**src/rtl/lsr_pkg.sv**
```systemverilog
package lsr_pkg;

    typedef enum logic {
        ST_RIGHT = 1'b0,
        ST_LEFT  = 1'b1
    } dir_state_t;

endpackage

```
**src/rtl/rise_detect.sv**
```systemverilog
module rise_detect (
    input  logic clk,
    input  logic rst,
    input  logic level,
    output logic rise
);
    logic level_q;

    always_ff @(posedge clk) begin
        if (rst) level_q <= 1'b0;
        else     level_q <= level;
    end

    assign rise = level & ~level_q;

    // an edge is one cycle wide while the level is held
    assert_single_edge_R2: assert property (@(posedge clk) disable iff (rst)
        rise |=> !rise);
endmodule

```
**src/rtl/lfsr_gen.sv**
```systemverilog
module lfsr_gen #(
    parameter int          WIDTH = 16,
    parameter logic [15:0] TAPS  = 16'hB400,
    parameter logic [15:0] SEED  = 16'hACE1
) (
    input  logic             clk,
    input  logic             rst,
    input  logic             advance,
    output logic [WIDTH-1:0] value
);
    logic [WIDTH-1:0] state_q;
    logic [WIDTH-1:0] state_d;

    always_comb begin
        state_d = state_q;
        if (advance) begin
            if (state_q[0]) state_d = (state_q >> 1) ^ TAPS[WIDTH-1:0];
            else            state_d = state_q >> 1;
        end
    end

    always_ff @(posedge clk) begin
        if (rst) state_q <= SEED[WIDTH-1:0];
        else     state_q <= state_d;
    end

    assign value = state_q;

    // the random source never locks up at zero
    assert_lfsr_live_R7: assert property (@(posedge clk) disable iff (rst)
        state_q != '0);
endmodule

```
**src/rtl/entry_select.sv**
```systemverilog
module entry_select #(
    parameter int CH_W = 8
) (
    input  logic            loop_bit,
    input  logic            data_in,
    input  logic            wr_en,
    input  logic            wr_level,
    input  logic [CH_W-1:0] chance,
    input  logic [CH_W-1:0] sample,
    output logic            entry
);
    logic keep_loop;

    always_comb begin
        keep_loop = (&chance) | (sample < chance);
        if (wr_en)          entry = wr_level;
        else if (keep_loop) entry = loop_bit;
        else                entry = loop_bit ^ data_in;
    end
endmodule

```
**src/rtl/bidir_loop_shifter.sv**
```systemverilog
module bidir_loop_shifter #(
    parameter int STAGES = 8,
    parameter int LEN_W  = $clog2(STAGES),
    parameter int CH_W   = 8,
    parameter int NARROW = 3,
    parameter int RNG_W  = 16
) (
    input  logic              clk,
    input  logic              rst,
    input  logic              bus_clk,
    input  logic              dir_toggle,
    input  logic [LEN_W-1:0]  len_sel,
    input  logic [CH_W-1:0]   chance,
    input  logic              data_in,
    input  logic              wr_en,
    input  logic              wr_level,
    output logic              gate_out,
    output logic [NARROW-1:0] code_narrow,
    output logic [STAGES-1:0] code_wide,
    output logic              dir_left
);
    import lsr_pkg::*;

    localparam int LAST = STAGES - 1;

    dir_state_t        state_q, state_d;
    logic [STAGES-1:0] stages;
    logic              bus_rise, dir_rise;
    logic              loop_bit, entry;
    logic [RNG_W-1:0]  rnd;
    logic [LEN_W-1:0]  loop_idx;

    rise_detect u_bus_edge (.clk(clk), .rst(rst), .level(bus_clk),    .rise(bus_rise));
    rise_detect u_dir_edge (.clk(clk), .rst(rst), .level(dir_toggle), .rise(dir_rise));

    lfsr_gen #(.WIDTH(RNG_W)) u_rng (
        .clk(clk), .rst(rst), .advance(bus_rise), .value(rnd)
    );

    // direction machine: T_REVERSE_L, T_REVERSE_R, T_HOLD
    always_comb begin
        state_d = state_q;
        unique case (state_q)
            ST_RIGHT: if (dir_rise) state_d = ST_LEFT;
            ST_LEFT:  if (dir_rise) state_d = ST_RIGHT;
            default:  state_d = ST_RIGHT;
        endcase
    end

    always_ff @(posedge clk) begin
        if (rst) state_q <= ST_RIGHT;
        else     state_q <= state_d;
    end

    // loop point mirrors with direction
    always_comb begin
        if (state_q == ST_LEFT) loop_idx = LEN_W'(LAST) - len_sel;
        else                    loop_idx = len_sel;
        loop_bit = stages[loop_idx];
    end

    entry_select #(.CH_W(CH_W)) u_entry (
        .loop_bit(loop_bit), .data_in(data_in), .wr_en(wr_en),
        .wr_level(wr_level), .chance(chance), .sample(rnd[CH_W-1:0]),
        .entry(entry)
    );

    always_ff @(posedge clk) begin
        if (rst) begin
            stages <= '0;
        end else if (bus_rise) begin
            unique case (state_q)
                ST_RIGHT: stages <= {stages[LAST-1:0], entry};
                ST_LEFT:  stages <= {entry, stages[LAST:1]};
                default:  stages <= stages;
            endcase
        end
    end

    // output views
    always_comb begin
        gate_out = stages[0] & bus_clk;
        dir_left = (state_q == ST_LEFT);
    end

    for (genvar i = 0; i < STAGES; i++) begin : g_wide
        assign code_wide[i] = stages[LAST-i];
    end
    for (genvar j = 0; j < NARROW; j++) begin : g_narrow
        assign code_narrow[j] = stages[j];
    end

    assert_hold_R2: assert property (@(posedge clk) disable iff (rst)
        !bus_rise |=> $stable(stages));
    assert_dir_flip_R4: assert property (@(posedge clk) disable iff (rst)
        dir_rise |=> (state_q != $past(state_q)));
    assert_loop_R6: assert property (@(posedge clk) disable iff (rst)
        (bus_rise && !wr_en && (&chance) && state_q == ST_RIGHT)
        |=> stages[0] == $past(loop_bit));
    assert_inject_R7: assert property (@(posedge clk) disable iff (rst)
        (bus_rise && !wr_en && chance == '0 && state_q == ST_RIGHT)
        |=> stages[0] == $past(loop_bit ^ data_in));
    assert_write_R8: assert property (@(posedge clk) disable iff (rst)
        (bus_rise && wr_en && state_q == ST_LEFT)
        |=> stages[LAST] == $past(wr_level));
    assert_prior_dir_R12: assert property (@(posedge clk) disable iff (rst)
        (bus_rise && state_q == ST_RIGHT && !wr_en && (&chance))
        |=> stages[LAST:1] == $past(stages[LAST-1:0]));
endmodule

```
**config.mk**
```make
export PLATFORM = sky130hd
export DESIGN_NAME = bidir_loop_shifter
export DESIGN_NICKNAME = d
export VERILOG_FILES = /design/src/rtl/lsr_pkg.sv /design/src/rtl/rise_detect.sv /design/src/rtl/lfsr_gen.sv /design/src/rtl/entry_select.sv /design/src/rtl/bidir_loop_shifter.sv
export SDC_FILE = /design/constraint.sdc
export NUM_CORES = 1
export LEC_CHECK = 0
export CAP_MARGIN = 15
export CELL_PAD_IN_SITES_DETAIL_PLACEMENT = 1
export CELL_PAD_IN_SITES_GLOBAL_PLACEMENT = 1
export CORE_ASPECT_RATIO = 0.6
export CORE_MARGIN = 3
export CORE_UTILIZATION = 50
export CTS_CLUSTER_SIZE = 12
export DETAILED_ROUTE_END_ITERATION = 8
export DONT_BUFFER_PORTS = 1
export PLACE_DENSITY = 0.91
export SETUP_SLACK_MARGIN = 0.15
export SLEW_MARGIN = 20
export SYNTH_ARGS = -nofsm -noshare
export SYNTH_HDL_FRONTEND = slang
export SYNTH_HIERARCHICAL = 1
export SYNTH_SLANG_ARGS = --single-unit
export TNS_END_PERCENT = 100
```
**constraint.sdc**
```tcl
create_clock -name clk -period 4.9 [get_ports clk]
set_clock_uncertainty 0.1 [all_clocks]
set_input_delay 0.735 -clock clk [delete_from_list [all_inputs] [get_ports clk]]
set_output_delay 0.735 -clock clk [all_outputs]
set_load 0.01 [all_outputs]
```
==> results by stage <==
Outcome:
- The run finished with clean final reports.

Global route:
- Entering global routing, the biggest net connects 41 pins.
- The first global-routing pass estimated 6.037 mm of wire.
- The initial antenna violation count came to 0.
- Global routing finished with a remaining overflow of 0.
- The via count of the first global-routing pass is 1236.
- For this run, the total global-route usage over all layers was measured as 19.96%.

Synth:
- The cell type with the largest total area after synthesis is sky130_fd_sc_hd__dfxtp_1.
- The number of distinct library cells after synthesis is 45.
- Synthesis inferred 27 register bits.
- By area the synthesized netlist is led by sky130_fd_sc_hd__dfxtp_1, sky130_fd_sc_hd__mux2i_1, sky130_fd_sc_hd__ha_1.
- Yosys mapped a number of flops with a built-in enable equal to 0.
- The synthesized netlist net count is 193.
- The fraction of synthesized cell area taken by the top area cell type is 34.50%.
- The sequential area share after synthesis is 34.50%.
- A synthesized cell averages 9.324 sq um.
- In this run the cell area of the synthesized design comes to 0.001567 sq mm.
- The Yosys step of the flow raised 6 warnings.
- The async set-or-reset flop fraction in the synthesized netlist is 0%.
- For this run, the leading register cell type out of synthesis is sky130_fd_sc_hd__dfxtp_1.
- The gate count of the mapped netlist is 168.

STA:
- On the final layout, the worst hold slack is 413.6 ps.
- At the pin with the least slew margin, the transition time is 983.4 ps.
- Derived from the worst setup path, the maximum achievable clock frequency is 335.2 MHz.
- Setup repair after global routing left no endpoint under its margin.
- The number of hold violations in the final report was 0.
- The minimum clock period after layout is 2983 ps.
- The worst slew margin relative to its limit is 34.35%.
- The final-report max-slew violation count was 0.
- The count of endpoints failing setup in the final report is 0.
- After layout, the worst path uses 60.88% of the clock period.
- The accumulated negative setup slack is 0 ps.

Clock tree:
- Clock latency on the worst-skew pair, taken at its later pin, is 270 ps.
- Clock tree synthesis found a total of 27 sinks.
- The number of levels the H-tree was split into is 1.
- The post-CTS repair timing setup buffer count is 0.
- The clock edge transition at the registers on the reported setup and hold paths is 90 ps.
- The clock tree root buffer cell is sky130_fd_sc_hd__clkbuf_8.
- The maximum root-to-sink buffer count is 2.
- TritonCTS built the clock tree.
- The number of clock buffers added by TritonCTS is 3.
- The number of buffers inserted for hold repair after clock tree synthesis is 0.
- Gates resized during post-CTS repair numbered 0.

Place:
- The placer's final routability congestion estimate is 0.7447.
- Summing all placed instances gives a cell area of 0.001514 sq mm.
- The count of buffers inserted at the top-level ports is 0.
- The HPWL after detailed placement is 2.696 mm.

Worst hold path:
- The worst hold path depth is 1.
- The worst hold path terminates at u_rng/value[11].
- In this run the worst hold path is classified as flip-flop to flip-flop.
- The origin of the worst min-delay path is u_rng/value[12].

Setup path:
- On the critical path, the stage with the largest delay is an instance of sky130_fd_sc_hd__dfxtp_1.
- Walking the worst path, the cells encountered are inv_2 -> or4_1 -> o31ai_1 -> o31ai_1 -> a2111o_1 -> nand3_1 -> mux2i_1 -> a211oi_1.
- The endpoint type of the worst setup path is a flip-flop.
- The most frequent cell on the critical path is sky130_fd_sc_hd__o31ai_1.
- The element type at the critical path start is a flip-flop.
- The arrival time at the worst endpoint is 3070 ps.
- The endpoint identified for the worst register-to-register timing path is stages[7].
- The critical path is of the flip-flop to flip-flop type.
- At the worst endpoint, the required time is 4990 ps.
- Counting cells, the worst reg-to-reg path comes to 8.
- In this run the critical register-to-register path is launched from dir_left.
- The maximum fanout count along the critical path is 22.
- The biggest cell delay along the critical path is 980 ps.
- The internal reg-to-reg setup slack is 1920 ps.

Floorplanning:
- The overall die area is 0.003863 sq mm.
- The die is 78.26 microns wide.
- The boundary pin count is 31.
- The count of standard-cell rows is 15.
- The floorplan step defined a core boundary enclosing 0.002928 sq mm.
- The effective utilization at floorplan is 53.50%.
- The chip height is 49.36 microns.

Route:
- The first detailed-routing pass took 6 iterations.
- The number of DRC violations after detailed routing is 0.
- The average wire per standard cell is 17.86 microns.
- Using the TritonRoute via totals, the vias-per-cell ratio works out to 5.920.
- The detailed-route wire length is 3.572 mm.
- The number of antenna-violating nets in the routed design is 0.
- The total number of vias is 1184.
- The number of design-rule violations left by the first detailed-router iteration is 67.

Final layout:
- Fill cells in the final layout number 351.
- The number of antenna diodes in the final layout is 0.
- In the final design database the tool counted 184 nets.
- In the final layout, the multi-input gates occupy 890.9 sq um.
- In the final layout, the share of cells above drive strength 1 is 8.861%.
- The growth of design area from synthesis to finish is -0.4789%.
- Across the whole layout, storage elements account for 540.5 sq um.
- The final cell area excluding filler cells is 0.001559 sq mm.

Flow run:
- The max-capacitance violation count is 0.

Pwr:
- The worst-case IR drop observed on VDD is 0.2512 mV.
- Power spread over the standard cell area amounts to 303.7 mW/mm^2.
- The leakage power is 0.6074 nW.
==> sequential cells by signal, summed over array words and instances (netlist names) <==
register,cells
dir_left,1
stages,8
u_bus_edge/level_q,1
u_dir_edge/level_q,1
u_rng/value,16
==> worst max-delay path by stage <==
| stage | startpoint | endpoint | slack, ps | depth (start not counted) |
|---|---|---|---|---|
| after floorplan | len_sel[0] | stages[7] | 2480 | 8 |
| final | dir_left | stages[7] | 1920 | 8 |
| after global routing | dir_left | stages[7] | 1640 | 8 |
| after detailed placement | dir_left | stages[7] | 1950 | 8 |
| after CTS | dir_left | stages[7] | 1920 | 8 |
| after global placement | dir_left | stages[7] | 2170 | 8 |
==> cells by family (layout without fill, tap and decap cells) <==
| group | after synthesis | in the layout | synth area share (%) |
|---|---|---|---|
| and+or+nand+nor | 56 | 56 | 21.81 |
| AOI/OAI and AO/OA | 36 | 36 | 17.01 |
| DFF | 27 | 27 | 34.50 |
| buffers and inverters | 22 | 12 | 8.626 |
| muxes | 16 | 16 | 10.22 |
| adders and majority gates | 7 | 7 | 5.591 |
| xor gates and xnor gates | 4 | 4 | 2.236 |
==> layout make-up <==
class,instances,share of cell area (%)
clock buffer,4,2.889
multi-input combinational,119,57.14
sequential,27,34.67
tap,42,3.371
inverter,8,1.926
==> cells in the mapped netlist, types with 2 or more instances <==
master and n:
sky130_fd_sc_hd__a211oi_1 9, sky130_fd_sc_hd__o31ai_1 3, sky130_fd_sc_hd__nor2b_1 5, sky130_fd_sc_hd__nand2_1 4, sky130_fd_sc_hd__nor3b_1 2, sky130_fd_sc_hd__buf_4 4
sky130_fd_sc_hd__nand3_1 2, sky130_fd_sc_hd__o21ai_0 3, sky130_fd_sc_hd__ha_1 7, sky130_fd_sc_hd__nor3_1 3, sky130_fd_sc_hd__buf_6 2, sky130_fd_sc_hd__a21oi_1 5
sky130_fd_sc_hd__mux2i_1 16, sky130_fd_sc_hd__dfxtp_1 27, sky130_fd_sc_hd__nand4_1 3, sky130_fd_sc_hd__nor2_1 21, sky130_fd_sc_hd__buf_2 4, sky130_fd_sc_hd__inv_1 7
sky130_fd_sc_hd__a211o_1 6, sky130_fd_sc_hd__nor2b_4 4, sky130_fd_sc_hd__and2b_2 4, sky130_fd_sc_hd__xnor2_1 4
==> critical path: cells and delay by family (launching register included) <==
kind | cells | cell delay, ps
DFF | 1 | 980
AOI/OAI and AO/OA | 4 | 870
and+or+nand+nor | 2 | 670
buffers and inverters | 1 | 170
muxes | 1 | 100
==> per-layer routing <==
| metal | global-route usage [%] | up-vias | share of wire (%) |
|---|---|---|---|
| li1 | - | 580 | - |
| met1 | 27.64 | 563 | 48 |
| met2 | 30.54 | 35 | 45 |
| met3 | 5.351 | 6 | 5.7 |
| met4 | 5.523 | 0 | 0.87 |
| met5 | 0 | - | 0 |
==> power breakdown <==
group	switching (mW)	total (mW)	internal [mW]	leakage, nW
Clock	0.0665	0.125	0.0583	0.0228
Sequential	0.0301	0.266	0.236	0.223
Combinational	0.0387	0.0829	0.0442	0.361
Total	0.135	0.473	0.338	0.607
==> cell usage in the layout (no fill, tap or decap), types with 2 or more instances in the layout <==
cell type and instances:
sky130_fd_sc_hd__dfxtp_1 27, sky130_fd_sc_hd__nor2_1 21, sky130_fd_sc_hd__mux2i_1 16, sky130_fd_sc_hd__a211oi_1 9, sky130_fd_sc_hd__inv_1 7, sky130_fd_sc_hd__ha_1 7
sky130_fd_sc_hd__a211o_1 6, sky130_fd_sc_hd__nor2b_1 5, sky130_fd_sc_hd__a21oi_1 5, sky130_fd_sc_hd__nand2_1 4, sky130_fd_sc_hd__xnor2_1 4, sky130_fd_sc_hd__nor2b_4 4
sky130_fd_sc_hd__and2b_2 4, sky130_fd_sc_hd__o21ai_0 3, sky130_fd_sc_hd__o31ai_1 3, sky130_fd_sc_hd__nor3_1 3, sky130_fd_sc_hd__nand4_1 3, sky130_fd_sc_hd__clkbuf_8 3
sky130_fd_sc_hd__nor3b_1 2, sky130_fd_sc_hd__nand3_1 2
==> through the flow <==
stage	std cells	setup slack, ps	total power, mW	util (%)
finish	200	1917	0.4734	53.25
global route	200	1639	0.5020	53.25
CTS	200	1919	0.4804	53.25
detailed placement	196	1947	0.3536	51.71
global placement	196	2170	0.3436	51.71
floorplan	168	2478	0.3447	-
Note: power is estimated with default switching activity, not from simulation.
